### config.mk
export PLATFORM = sky130hd
export DESIGN_NAME = spi_sr_guard
export DESIGN_NICKNAME = d
export VERILOG_FILES = /design/src/rtl/spi_sr_pkg.sv /design/src/rtl/spi_sr_sync.sv /design/src/rtl/spi_sr_shift.sv /design/src/rtl/spi_sr_state.sv /design/src/rtl/spi_sr_guard.sv
export SDC_FILE = /design/constraint.sdc
export NUM_CORES = 1
export LEC_CHECK = 0
export ABC_CLOCK_PERIOD_IN_PS = 2320
export CAP_MARGIN = 25
export CORE_ASPECT_RATIO = 1.1
export CORE_MARGIN = 4
export CORE_UTILIZATION = 50
export CTS_CLUSTER_DIAMETER = 50
export CTS_CLUSTER_SIZE = 12
export DETAILED_ROUTE_END_ITERATION = 10
export PLACE_DENSITY = 0.79
export SLEW_MARGIN = 10
export SYNTH_ARGS = -nofsm -noshare
export SYNTH_HDL_FRONTEND = slang
export SYNTH_SLANG_ARGS = --single-unit
### constraint.sdc
create_clock -name clk -period 2.32 [get_ports clk]
set_clock_uncertainty 0.2 [all_clocks]
set_input_delay 0.232 -clock clk [delete_from_list [all_inputs] [get_ports clk]]
set_output_delay 0.232 -clock clk [all_outputs]
set_load 0.03 [all_outputs]
### src/rtl/spi_sr_pkg.sv
package spi_sr_pkg;

    localparam int OP_BITS   = 8;
    localparam int DATA_BITS = 8;
    localparam int FRAME_MAX = OP_BITS + DATA_BITS;
    localparam int CNT_W     = $clog2(FRAME_MAX + 2);
    localparam int BP_W      = 3;

    localparam logic [OP_BITS-1:0] OP_SET_WE  = 8'h06;
    localparam logic [OP_BITS-1:0] OP_CLR_WE  = 8'h04;
    localparam logic [OP_BITS-1:0] OP_ARM_SR  = 8'h50;
    localparam logic [OP_BITS-1:0] OP_LOAD_SR = 8'h01;

    typedef struct packed {
        logic            lock;
        logic            autoinc;
        logic            spare;
        logic [BP_W-1:0] prot;
        logic            we_latch;
        logic            busy;
    } sr_word_t;

    typedef enum logic [2:0] {
        CMD_NONE,
        CMD_SET_WE,
        CMD_CLR_WE,
        CMD_ARM_SR,
        CMD_LOAD_SR
    } sr_cmd_e;

    function automatic sr_cmd_e decode_frame(
        input logic [FRAME_MAX-1:0] bits,
        input logic [CNT_W-1:0]     count
    );
        sr_cmd_e cmd;
        cmd = CMD_NONE;
        if (count == CNT_W'(OP_BITS)) begin
            case (bits[OP_BITS-1:0])
                OP_SET_WE: cmd = CMD_SET_WE;
                OP_CLR_WE: cmd = CMD_CLR_WE;
                OP_ARM_SR: cmd = CMD_ARM_SR;
                default:   cmd = CMD_NONE;
            endcase
        end else if (count == CNT_W'(FRAME_MAX)) begin
            if (bits[FRAME_MAX-1:DATA_BITS] == OP_LOAD_SR)
                cmd = CMD_LOAD_SR;
        end
        return cmd;
    endfunction

    function automatic logic load_permitted(input logic pin_n, input logic lock_now);
        return pin_n | ~lock_now;
    endfunction

endpackage

### src/rtl/spi_sr_sync.sv
module spi_sr_sync #(
    parameter int             STAGES  = 2,
    parameter int             WIDTH   = 4,
    parameter logic [WIDTH-1:0] RST_VAL = '0
) (
    input  logic             clk,
    input  logic             rst,
    input  logic [WIDTH-1:0] din,
    output logic [WIDTH-1:0] dout
);

    logic [WIDTH-1:0] stg [STAGES];

    always_ff @(posedge clk) begin
        if (rst) begin
            for (int i = 0; i < STAGES; i++) stg[i] <= RST_VAL;
        end else begin
            stg[0] <= din;
            for (int i = 1; i < STAGES; i++) stg[i] <= stg[i-1];
        end
    end

    assign dout = stg[STAGES-1];

endmodule

### src/rtl/spi_sr_shift.sv
module spi_sr_shift
    import spi_sr_pkg::*;
(
    input  logic                 clk,
    input  logic                 rst,
    input  logic                 cs_s,
    input  logic                 sck_s,
    input  logic                 mosi_s,
    output logic                 frame_vld,
    output logic [CNT_W-1:0]     frame_cnt,
    output logic [FRAME_MAX-1:0] frame_bits
);

    localparam logic [CNT_W-1:0] CNT_SAT = CNT_W'(FRAME_MAX + 1);

    logic cs_q, sck_q;
    logic sck_rise, cs_fall;

    assign sck_rise  = sck_s & ~sck_q & ~cs_s;
    assign cs_fall   = ~cs_s & cs_q;
    assign frame_vld = cs_s & ~cs_q;

    always_ff @(posedge clk) begin
        if (rst) begin
            cs_q       <= 1'b1;
            sck_q      <= 1'b0;
            frame_cnt  <= '0;
            frame_bits <= '0;
        end else begin
            cs_q  <= cs_s;
            sck_q <= sck_s;
            if (cs_fall) begin
                frame_cnt  <= '0;
                frame_bits <= '0;
            end else if (sck_rise) begin
                frame_bits <= {frame_bits[FRAME_MAX-2:0], mosi_s};
                if (frame_cnt != CNT_SAT)
                    frame_cnt <= frame_cnt + 1'b1;
            end
        end
    end

endmodule

### src/rtl/spi_sr_state.sv
module spi_sr_state
    import spi_sr_pkg::*;
(
    input  logic                 clk,
    input  logic                 rst,
    input  logic                 frame_vld,
    input  sr_cmd_e              cmd,
    input  logic [DATA_BITS-1:0] data,
    input  logic                 wp_s,
    input  logic                 busy,
    input  logic                 autoinc_set,
    output sr_word_t             word,
    output logic                 armed
);

    sr_word_t regs_q;
    sr_word_t wr_img;

    always_comb begin
        wr_img          = sr_word_t'(data);
        wr_img.busy     = 1'b0;
        wr_img.we_latch = 1'b0;
        wr_img.spare    = 1'b0;
        wr_img.autoinc  = regs_q.autoinc;
    end

    always_ff @(posedge clk) begin
        if (rst) begin
            regs_q <= '0;
            armed  <= 1'b0;
        end else begin
            if (autoinc_set)
                regs_q.autoinc <= 1'b1;
            if (frame_vld) begin
                armed <= 1'b0;
                unique case (cmd)
                    CMD_SET_WE: begin
                        regs_q.we_latch <= 1'b1;
                        armed           <= 1'b1;
                    end
                    CMD_CLR_WE: begin
                        regs_q.we_latch <= 1'b0;
                        regs_q.autoinc  <= 1'b0;
                    end
                    CMD_ARM_SR: armed <= 1'b1;
                    CMD_LOAD_SR: begin
                        if (armed && load_permitted(wp_s, regs_q.lock)) begin
                            regs_q.lock     <= wr_img.lock;
                            regs_q.prot     <= wr_img.prot;
                            regs_q.we_latch <= 1'b0;
                        end
                    end
                    default: ;
                endcase
            end
        end
    end

    always_comb begin
        word       = regs_q;
        word.busy  = busy;
        word.spare = 1'b0;
    end

endmodule

### src/rtl/spi_sr_guard.sv
module spi_sr_guard
    import spi_sr_pkg::*;
#(
    parameter int SYNC_STAGES = 2
) (
    input  logic            clk,
    input  logic            rst,
    input  logic            cs_n,
    input  logic            sck,
    input  logic            mosi,
    output logic            miso,
    output logic            miso_oe,
    input  logic            wp_n,
    input  logic            busy,
    input  logic            autoinc_set,
    output logic            wel,
    output logic            aai,
    output logic [BP_W-1:0] bp,
    output logic            bpl,
    output logic [7:0]      status
);

    logic [3:0]           pins_s;
    logic                 frame_vld;
    logic [CNT_W-1:0]     frame_cnt;
    logic [FRAME_MAX-1:0] frame_bits;
    sr_cmd_e              frame_cmd;
    sr_word_t             word;
    logic                 armed;
    logic                 wp_s;

    spi_sr_sync #(
        .STAGES  (SYNC_STAGES),
        .WIDTH   (4),
        .RST_VAL (4'b1001)
    ) u_sync (
        .clk  (clk),
        .rst  (rst),
        .din  ({cs_n, sck, mosi, wp_n}),
        .dout (pins_s)
    );

    assign wp_s = pins_s[0];

    spi_sr_shift u_shift (
        .clk        (clk),
        .rst        (rst),
        .cs_s       (pins_s[3]),
        .sck_s      (pins_s[2]),
        .mosi_s     (pins_s[1]),
        .frame_vld  (frame_vld),
        .frame_cnt  (frame_cnt),
        .frame_bits (frame_bits)
    );

    assign frame_cmd = decode_frame(frame_bits, frame_cnt);

    spi_sr_state u_state (
        .clk         (clk),
        .rst         (rst),
        .frame_vld   (frame_vld),
        .cmd         (frame_cmd),
        .data        (frame_bits[DATA_BITS-1:0]),
        .wp_s        (wp_s),
        .busy        (busy),
        .autoinc_set (autoinc_set),
        .word        (word),
        .armed       (armed)
    );

    assign miso    = 1'b0;
    assign miso_oe = 1'b0;
    assign wel     = word.we_latch;
    assign aai     = word.autoinc;
    assign bp      = word.prot;
    assign bpl     = word.lock;
    assign status  = word;

endmodule

# Word level (Yosys, flattened, before mapping)
# Memories as Yosys holds them, arrays and structs flattened.
# Index checks and enable logic that the tools add are counted.
# totals
reg_bits	30
ram_bits	8
elab_cells	56
memories	1
# classes
add_sub_neg	1
n_eq_ne	12
muxes	15
bitwise	11
n_reduce_logical	7
# memory_table
name	words	word_bits	rd	rd_clocked_by_memory_dff	wr	line	text
u_sync.stg	2	4	2	0	2	spi_sr_sync.sv:12	logic [WIDTH-1:0] stg [STAGES];
# op_table
cell	count
8-bit by 3-bit equality test with 1-bit output (second input constant)	2
3-bit two-way mux	3
8-bit by 1-bit equality test with 1-bit output (second input constant)	1
8-bit by 7-bit equality test with 1-bit output (second input constant)	1
1-bit two-way mux	8
4-bit two-way mux	2
3-bit by 2-bit equality test with 1-bit output (second input constant)	2
2-bit case mux with 3 select lines	1
3-bit AND reduction	2
5-bit by 1-bit adder with 5-bit output (second input constant)	1
5-bit by 4-bit equality test with 1-bit output (second input constant)	1
5-bit equality test (second input constant)	1
5-bit inequality test (second input constant)	1
1-bit bitwise AND	4
1-bit inverter	4
2-bit OR reduction	2
3-bit by 1-bit equality test with 1-bit output (second input constant)	1
3-bit equality test (second input constant)	1
1-bit bitwise OR	3
1-bit case mux with 3 select lines	1
3-bit nonzero test	1
2-bit by 1-bit inequality test with 1-bit output (second input constant)	1
2-bit AND reduction	1
1-bit logical AND	1

# Logic depth before layout (Yosys ltp)
# Gate-level depths: netlist of the first run.
# depth
ltp_word	7
ltp_mapped	6
depth_no_buf	6

# By module
# A second synthesis of the first run with hierarchy kept.
# hier_totals
hier_cells	190
area_unflattened_um2	1671.6
# modules_own_cells
module	instances	cells_per_inst	area_each_um2	seq_area_each_um2
spi_sr_shift	1	108	878.3	460.4
spi_sr_state	1	39	389.1	140.1
spi_sr_sync	1	20	240.2	160.2
spi_sr_guard	1	23	163.9	0.0

# Worst setup path before layout of the first run
# OpenSTA, ideal clock, no wires.
# synth_path
path_type	reg2reg
from	register u_shift.frame_cnt[0]
to	register u_state.regs_q (netlist bit u_state.word[1])
setup_time_ns	0.086
arrival_ns	1.195
required_ns	2.034
path_slack_ns	0.839
path_stages_with_launch	7
n_path_buf	0
cell_sequence	dfxtp_1 > inv_1 > ha_1 > and4bb_4 > nand4_1 > mux2i_1 > a211oi_1
# synth_via
elab_chain_cells	6
# synth_lines
element	line	text
from (decl)	spi_sr_shift.sv:10	output logic [CNT_W-1:0] frame_cnt,
from (signal assigned)	spi_sr_shift.sv:38	frame_cnt <= frame_cnt + 1'b1;
5-bit equality test	spi_sr_pkg.sv:44	end else if (count == CNT_W'(FRAME_MAX)) begin
3-bit two-way mux	spi_sr_pkg.sv:44	
3-bit two-way mux (*)	spi_sr_pkg.sv:37	if (count == CNT_W'(OP_BITS)) begin
3-bit equality test, or another cell as far along	spi_sr_state.sv:36	unique case (cmd)
2-bit by 1-bit inequality test with 1-bit output (no line) or 3-bit nonzero test (tied branches)	n/a	
3-bit AND reduction (no line)	n/a	
to (decl)	spi_sr_state.sv:16	sr_word_t regs_q;
# Every way passes the cells marked *; elsewhere a longest branch is shown, timed or not.
# A chain may end at the register's enable or synchronous reset.

# Worst setup path after layout of the first run
# layout_path
from	register u_state.regs_q (netlist bit u_state.word[7])
to	output bpl
# layout_lines
element	line	text
to (decl)	spi_sr_guard.sv:19	output logic bpl,
# No word-level cell between the ends.

==> results of run 1 <==
==> synth_stat cells <==
| cell type | n | area, sq um |
|---|---|---|
| o21ai_1 | 1 | 5.000 |
| and2_1 | 1 | 6.260 |
| nor4_1 | 1 | 6.260 |
| conb_1 | 1 | 3.750 |
| and4bb_4 | 1 | 16.27 |
| a21o_1 | 1 | 7.510 |
| nor3_1 | 1 | 5.000 |
| dfxtp_1 | 38 | 760.7 |
| or2_2 | 5 | 31.28 |
| clkbuf_1 | 3 | 11.26 |
| nand2_1 | 32 | 120.1 |
| nand4_1 | 3 | 18.77 |
| xor2_1 | 2 | 17.52 |
| buf_2 | 1 | 5.000 |
| nor2_1 | 7 | 26.28 |
| nor3b_1 | 2 | 15.01 |
| nand2b_1 | 1 | 6.260 |
| nand4bb_1 | 1 | 11.26 |
| o21ai_0 | 5 | 25.02 |
| a32oi_1 | 1 | 8.760 |
| a21oi_1 | 22 | 110.1 |
| mux2i_1 | 1 | 10.01 |
| a211oi_1 | 1 | 7.510 |
| nor4_2 | 1 | 12.51 |
| nand4b_1 | 1 | 8.760 |
| nor3b_2 | 1 | 12.51 |
| nor2b_1 | 9 | 56.30 |
| and3_4 | 1 | 11.26 |
| inv_1 | 4 | 15.01 |
| xnor2_1 | 2 | 17.52 |
| and4b_1 | 1 | 10.01 |
| buf_4 | 12 | 90.09 |
| ha_1 | 3 | 37.54 |
| nand3_1 | 8 | 40.04 |
==> metal layers <==
metal	part of all wire [%]	wire length, um
met5	0	0
met4	1.7	47
met3	5.0	139
met2	51	1424
met1	42	1164
==> cells by family (layout without fill, tap and decap cells) <==
group                    Yosys count  in the layout  share of synthesized area (%)
AND/OR/NAND/NOR                   77             77                          26.78
flip-flops                        38             38                          49.19
AO/OA/AOI/OAI                     31             31                          10.60
buffers and inverters             20             32                          7.847
XOR/XNOR                           4              4                          2.266
adder cells (fa/ha/maj)            3              3                          2.427
other                              1              3                         0.2425
multiplexers                       1              1                         0.6473
==> worst paths after layout <==
check / endpoint / start
max: bpl / u_state.word[7]$_SDFFE_PP0P_
min: u_sync.stg[0][4]$_SDFF_PP1_ / u_sync.stg[0][0]$_SDFF_PP1_
min reg2reg: u_sync.stg[0][4]$_SDFF_PP1_ / u_sync.stg[0][0]$_SDFF_PP1_
max reg2reg: u_state.word[1]$_SDFFE_PP0P_ / u_shift.frame_cnt[1]$_SDFFE_PP0P_
==> final cells by class <==
class	instances	area [sq um]	share of cell area, %
clock inverter	1	5.005	0.2869
multi-input combinational	119	671.9	38.52
inverter	4	15.01	0.8608
timing repair buffer	20	195.2	11.19
clock buffer	7	55.05	3.156
sequential	38	760.7	43.62
tap	33	41.29	2.367
==> where the power goes <==
group	internal, mW	switching, mW
Sequential	0.661	0.00411
Clock	0.147	0.200
Combinational	0.0216	0.0296
Total	0.829	0.234
==> flip-flops by register name (all words and copies together), names as in the netlist <==
name,count
u_state.word,6
u_state.armed,1
u_shift.cs_q,1
u_shift.sck_q,1
u_sync.stg,8
u_shift.frame_bits,16
u_shift.frame_cnt,5
==> layout by cell type (no fill, tap or decap), types with 2 or more instances in the layout <==
cell / count
nor2_1: 7
nor2b_1: 9
nor3b_1: 2
conb_1: 3
xor2_1: 2
a21oi_1: 22
or2_2: 5
ha_1: 3
nand2_1: 32
clkdlybuf4s50_1: 18
o21ai_0: 5
buf_4: 2
dfxtp_1: 38
xnor2_1: 2
nand4_1: 3
clkbuf_4: 5
inv_1: 4
nand3_1: 8
==> through the flow <==
stage                     cells  worst slack [ns]  util (%)  area, sq um  hold WS, ns
final                       222            0.4733     61.14         1744       0.2207
after CTS                   222            0.4419     61.14         1744       0.2228
after detailed placement    214            0.6194     59.04         1684       0.1967
after floorplan             177            0.8390         -         1554       0.1036
after global placement      214            0.6811     59.04         1684       0.1920
after global routing        222            0.4103     61.14         1744       0.2279
==> impl_results.md, run 1 <==
- Seq/Total Area, Yosys: 49.19%
- Setup TNS: 0 ns
- Top Ports: 24
- Crit end category: primary output
- Critical Path Fanout Max: 4
- Slew headroom: 55.30%
- Met1 GRT Util: 15.78%
- Status: completed
- DRC viols: 0
- Met3 GRT Util: 5.859%
- Hold Crit Depth: 1
- Post-synthesis cell count: 175
- Yosys reg bits: 38
- Worst reg-to-reg path cell count: 6
- Final hold vios: 0
- Vias in the first global route: 1150
- Avg Cell Area, Syn: 8.837 sq um
- Critical Path Slowest Stage Cell: clkdlybuf4s50_1
- Grt total ovfl: 0
- Grt peak-use layer: met2
- Fmax: 0.5415 GHz
- DIE HEIGHT: 66.33 um
- Largest net degree at the start of global routing: 22
- Die area: 0.004048 sq mm
- CTS root buf: clkbuf_4
- WL final: 2776 um
- CTS Hold Buffers Added: 0
- Buffers and inverters on the worst path: 1
- WP data required: 1.89 ns
- Critical path cell sequence: clkdlybuf4s50_1
- WP depth: 1
- H-Tree Depth: 2
- Pre-Repair DR Iteration Count: 4
- Power, Total: 1.063 mW
- Initial antenna violation count: 0
- Final setup fails: 0
- Tightest Pin Transition: 0.6705 ns
- Global-route total usage across every layer: 15.69%
- Max stage delay on crit path: 0.69 ns
- Fraction of layout cells with a size suffix above 1: 9.524%
- Startpoint Class: flop
- Max clock buf depth: 2
- Core Rows: 20
- Routability cong.: 0.8278
- DPL Wire Length: 2084 um
- Final #Nets: 199
- HP Class: reg -> reg
- TritonCTS sink count: 38
- First-pass GRT wire length: 4692 um
- Pleak: 0.6091 nW
- TritonCTS clock tree: done
- Unique masters post-synth: 34
- Initial Util: 54.21%
- PostCTS Resize Cnt: 0
- Layout area overhead: 12.78%
- Pwr Density: 609.4 mW/mm^2
- DR vias/cell: 5.360
- Unrepaired setup endpoints after global routing: no
- IO Port Bufs: 18
- Syn Std Cell Area: 0.001546 sq mm
- Total CTS buffers: 5
- Critical Path AT: 1.41 ns
- Postcts setup bufs: 0
- Final Max Tran Viols: 0
- Die Wd: 61.03 um
- Routed wire length per instance: 12.50 um
- Worst skew pair latency: 0.34 ns
- CP delay by family, top: buffers and inverters
- Reg clk slew, reported paths: 0.11 ns
- Core region area: 0.002853 sq mm
- Vias: 1190
- Period utilisation layout: 79.60%
- Reg2reg setup slack: 0.67 ns
- Peak supply drop: 0.0004205 V
- Worst Setup Path Type: reg -> out
- Final Critical Period: 1.847 ns
- Met2 usage: 27.91%
- Synth warnings: 0
- Fillers: 259
- Max Cap Viol: 0
- Final ANT Viol Nets: 0
- Diode count: 0
- DR iter-0 viols: 27
No activity file was read; power rests on OpenSTA's default activity.
==> inputs of run 2 (changes only) <==
ABC_CLOCK_PERIOD_IN_PS = 1600   (was 2320)
CORE_UTILIZATION = 47   (was 50)
PLACE_DENSITY = 0.78   (was 0.79)
clock period = 1.6 ns   (was 2.32 ns; I/O delays follow)
==> run 2 against run 1 <==
Against the previous run:
- critical path type is now reg -> reg
- via count up 2.7%
- register-to-register slack got worse by 0.64 ns
- die area rose by 5.6%
- sequential share of layout area shrank 2.7 points
- first-iteration DRC count grew 130%
- critical endpoint is now u_state.word[1]$_SDFFE_PP0P_
- clock power up 52%
==> impl_results.md, run 2 (synthesized netlist as in run 1, its figures left out) <==
- Die Wd: 62.69 um
- Int Power: 1.208 mW
- Max Cap Viol: 0
- Fillers: 259
- CTS root buf: clkbuf_4
- Final ANT Viol Nets: 0
- Vias: 1222
- DR vias/cell: 5.290
- DPL Wire Length: 2112 um
- Final Max Tran Viols: 0
- Max reg flops: 16
- WP data required: 1.68 ns
- Final hold vios: 0
- Setup TNS: 0 ns
- IO Port Bufs: 18
- Top Ports: 24
- DR iter-0 viols: 61
- DRC viols: 0
- Worst skew pair latency: 0.35 ns
- DIE HEIGHT: 68.16 um
- Routability cong.: 0.8507
- Pwr Density: 846.3 mW/mm^2
- Initial Util: 49.88%
- Status: completed
- Vias in the first global route: 1214
- Peak supply drop: 0.0005101 V
- Max clock buf depth: 2
- TritonCTS sink count: 38
- Critical path cell sequence: inv_1 -> ha_4 -> and4bb_4 -> nand4_1 -> mux2i_1 -> a211oi_1
- Final #Nets: 207
- Max stage delay on crit path: 0.34 ns
- Routed wire length per instance: 13.07 um
- First-pass GRT wire length: 5071 um
- H-Tree Depth: 2
- Critical Path AT: 1.65 ns
- WL final: 3019 um
- Final Critical Period: 1.571 ns
- Worst hold-check slack: 0.1200 ns
- Crit end category: flop
- Grt total ovfl: 0
- Startpoint Class: flop
- Critical Path Fanout Max: 4
- Period utilisation layout: 98.22%
- Most frequent cells in the layout: dfxtp_1, nand2_1, a21oi_1
- Diode count: 0
- Core region area: 0.003100 sq mm
- Core Rows: 21
- HP Class: in -> out
- Largest net degree at the start of global routing: 22
- Reg clk slew, reported paths: 0.12 ns
- Pleak: 0.7147 nW
- Initial antenna violation count: 0
- Final setup fails: 0
- Total CTS buffers: 5
- Pre-Repair DR Iteration Count: 4
- Die area: 0.004273 sq mm
- Most common cell after layout, fill and taps aside: dfxtp_1
- Fmax: 0.6363 GHz
- Logic pwr share: 5.4%
- Flop pwr share: 61.2%
- Worst Setup Path Type: reg -> reg
- Fraction of layout cells with a size suffix above 1: 18.78%
- Unrepaired setup endpoints after global routing: yes
- Clock power frac: 33.4%
- Global-route total usage across every layer: 15.46%
- Layout area overhead: 20.47%
- Switching power: 0.3690 mW
- TritonCTS clock tree: done
- Critical Path Slowest Stage Cell: dfxtp_1
- Largest Register: u_shift.frame_bits
- Sw frac: 23.40%
==> run 2: worst paths after layout <==
kind	end	from	cells past startpoint	slack, ns
setup / recovery	u_state.word[1]$_SDFFE_PP0P_	u_shift.frame_cnt[0]$_SDFFE_PP0P_	6	0.03
hold / removal	status[0]	busy	0	0.12
setup reg to reg	u_state.word[1]$_SDFFE_PP0P_	u_shift.frame_cnt[0]$_SDFFE_PP0P_	6	0.03
hold reg to reg	u_sync.stg[0][7]$_SDFF_PP1_	u_sync.stg[0][3]$_SDFF_PP1_	1	0.22
==> run 2: power groups by stage <==
stage	clock network, mW	logic (mW)	registers, mW
6_report	0.527	0.0845	0.965
2_1_floorplan	0	0.0541	0.988
3_5_place_dp	0	0.0846	0.986
4_1_cts	0.535	0.0825	0.965
3_3_place_gp	0	0.0828	0.985
5_1_grt	0.586	0.0911	0.967
==> run 2: what timing repair did <==
action	4_1_cts	5_1_grt
pin swaps	0	6
hold buffers	0	0
setup endpoints to repair	13	21
gates resized for setup	13	14
setup buffers	0	2
==> run 2: final cells by class <==
type	count	area [sq um]	area share, %
multi-input cells	119	726.9	39.02
clock inverters	2	12.51	0.6716
well taps	34	42.54	2.283
repair buffers	28	252.7	13.57
inverters	4	15.01	0.8059
flip-flops and latches	38	762.0	40.90
clock buffers	6	51.30	2.754
==> run 2: metrics by stage <==
step                util (%)  instance area [sq um]  setup slack, ns  total power [mW]  std cells
finish                 60.09                   1863          0.02852             1.577        231
global route           60.09                   1863         -0.08705             1.644        231
CTS                    57.79                   1792         0.009529             1.582        229
detailed placement     56.21                   1743        0.0006646             1.071        221
global placement       56.21                   1743          0.08628             1.068        221
floorplan                  -                   1554           0.1190             1.042        177
==> run 2: metal layers <==
metal / track usage (%) / vias to the layer above / wire length [um]
met1: 15.96 / 569 / 1290
met3: 6.404 / 4 / 191
li1: - / 615 / -
met4: 6.887 / 0 / 32
met2: 27.96 / 34 / 1504
met5: 0 / - / 0
==> run 2: critical path: cells and delay by family, from the launching register on <==
kind                     cells  cell delay, ns
AO/OA/AOI/OAI                1            0.16
adder cells (fa/ha/maj)      1            0.14
buffers and inverters        1            0.10
flip-flops                   1            0.34
multiplexers                 1            0.16
AND/OR/NAND/NOR              2            0.41
==> inputs of run 3 (changes only) <==
CORE_MARGIN = unset   (was 4)
==> run 3 against run 2 <==
Against the previous run:
- the run now ends with design-rule violations left
- final cell count fell by 0.87%
- clock power rose by 25%
- hold slack barely moved
- worst setup slack got worse by 0.0070 ns
- count of clock-buffer cells in the layout did not move
- die area fell by 18%
- sequential cell count did not move
- utilization fell by 1.5 points
- register-to-register slack barely moved
- maximum frequency fell by 0.44%
- power rose by 8.1%
- critical endpoint unchanged
- largest power group unchanged
==> impl_results.md, run 3 (synthesized netlist as in run 1, its figures left out) <==
- Status: finished, violations left
- Failing checks: design-rule violations
- Final Critical Period: 1.578 ns
- Setup WS pre-CTS: -0.02428 ns
- Fraction of layout cells with a size suffix above 1: 13.85%
- Critical Path Fanout Max: 4
- Pre-Repair DR Iteration Count: 7
- DPL Wire Length: 2146 um
- Post-Place Cells: 222
- WP data required: 1.66 ns
- CTS root buf: clkbuf_4
- Worst skew pair latency: 0.34 ns
- Met1 GRT Util: 19.39%
- H-Tree Depth: 2
- DIE HEIGHT: 62.16 um
- Startpoint Class: flop
- Die Wd: 56.69 um
- Hold Startpoint: busy
- Unrepaired setup endpoints after global routing: yes
- Postcts setup bufs: 0
- Critical Path AT: 1.64 ns
- CTS Hold Buffers Added: 0
- Final setup fails: 0
- Vias: 1213
- Core region area: 0.003100 sq mm
- Global-route total usage across every layer: 18.14%
- CP startpoint: u_shift.frame_cnt[4]$_SDFFE_PP0P_
- Met3 GRT Util: 5.208%
- Pwr Density: 937.4 mW/mm^2
- Max Cap Viol: 0
- Most common cell after layout, fill and taps aside: dfxtp_1
- Max reg flops: 16
- Max clock buf depth: 2
- Fmax: 0.6335 GHz
- Final hold vios: 0
- Worst Setup Path Type: reg -> reg
- DP Area: 0.001750 sq mm
- Peak supply drop: 0.0005480 V
- Top Ports: 24
- Layout area overhead: 17.56%
- Routability cong.: 0.8687
- HP Class: in -> out
- Diode count: 0
- Period utilisation layout: 98.65%
- WL final: 2848 um
- Initial Util: 49.88%
- Final Max Tran Viols: 0
- Core Rows: 21
- R2r startpoint: u_shift.frame_cnt[4]$_SDFFE_PP0P_
- Largest Register: u_shift.frame_bits
- Grt total ovfl: 0
- Met2 usage: 30.95%
- Final Worst Setup Slack: 0.02152 ns
- Die area: 0.003524 sq mm
- Finished Cell Area: 0.001818 sq mm
- DR iter-0 viols: 33
- Final cell count without fillers: 229
- DR vias/cell: 5.297
- TritonCTS clock tree: done
- Vias in the first global route: 1159
- Most frequent cells in the layout: dfxtp_1, nand2_1, a21oi_1
- TritonCTS sink count: 38
- Pleak: 0.7126 nW
- Routed wire length per instance: 12.44 um
- Final ANT Viol Nets: 0
- Reg clk slew, reported paths: 0.11 ns
- Total CTS buffers: 5
- Final #Nets: 206
- Crit end category: flop
- Largest net degree at the start of global routing: 22
- DRC viols: 8
- First-pass GRT wire length: 4954 um
- Initial antenna violation count: 0
- Grt peak-use layer: met2
- IO Port Bufs: 18
run 3: area by class of cell:
class                   instances  area, sq um
repair buffers                 27        245.2
well taps                      34        42.54
fillers                       274         1282
inverters                       4        15.01
clock inverters                 1        30.03
multi-input cells             119        671.9
clock buffers                   6        51.30
flip-flops and latches         38        762.0
run 3: path summary, 6_finish.rpt:
kind / to / slack, ns / cells past startpoint
hold / removal: status[0] / 0.12 / 0
setup / recovery: u_state.word[1]$_SDFFE_PP0P_ / 0.02 / 4
hold reg to reg: u_sync.stg[0][7]$_SDFF_PP1_ / 0.22 / 1
setup reg to reg: u_state.word[1]$_SDFFE_PP0P_ / 0.02 / 4
run 3: critical path: stages, from the launching register on:
cell      delay [ns]
dfxtp_1         0.37
nor4_1          0.37
nand4_1         0.21
mux2i_1         0.15
a211oi_1        0.19
run 3: metrics by stage:
step | utilization (%) | hold WS (ns) | power (mW) | setup TNS [ns]
CTS | 58.64 | 0.1202 | 1.729 | 0
finish | 58.64 | 0.1201 | 1.704 | 0
detailed placement | 56.46 | 0.1202 | 1.071 | -0.02428
global placement | 56.46 | 0.1202 | 1.068 | 0
floorplan | - | 0.03161 | 1.042 | 0
global route | 58.64 | 0.1202 | 1.781 | -0.1573
run 3: metal layers:
metal / up-vias / share of wire (%)
met3: 7 / 5.3
met2: 38 / 51
met4: 0 / 2.0
li1: 611 / -
met5: - / 0
met1: 557 / 42
run 3: where the power goes:
| part | leakage, nW | switching (mW) | internal [mW] |
|---|---|---|---|
| logic | 0.359 | 0.0447 | 0.0375 |
| clock network | 0.0443 | 0.294 | 0.364 |
| registers | 0.309 | 0.00627 | 0.958 |
run 3: repair_timing:
item                                    CTS  global route
endpoints found under the setup margin   13             9
resized for setup                        14             2
pin swaps                                 1             0
cloned                                    0             0
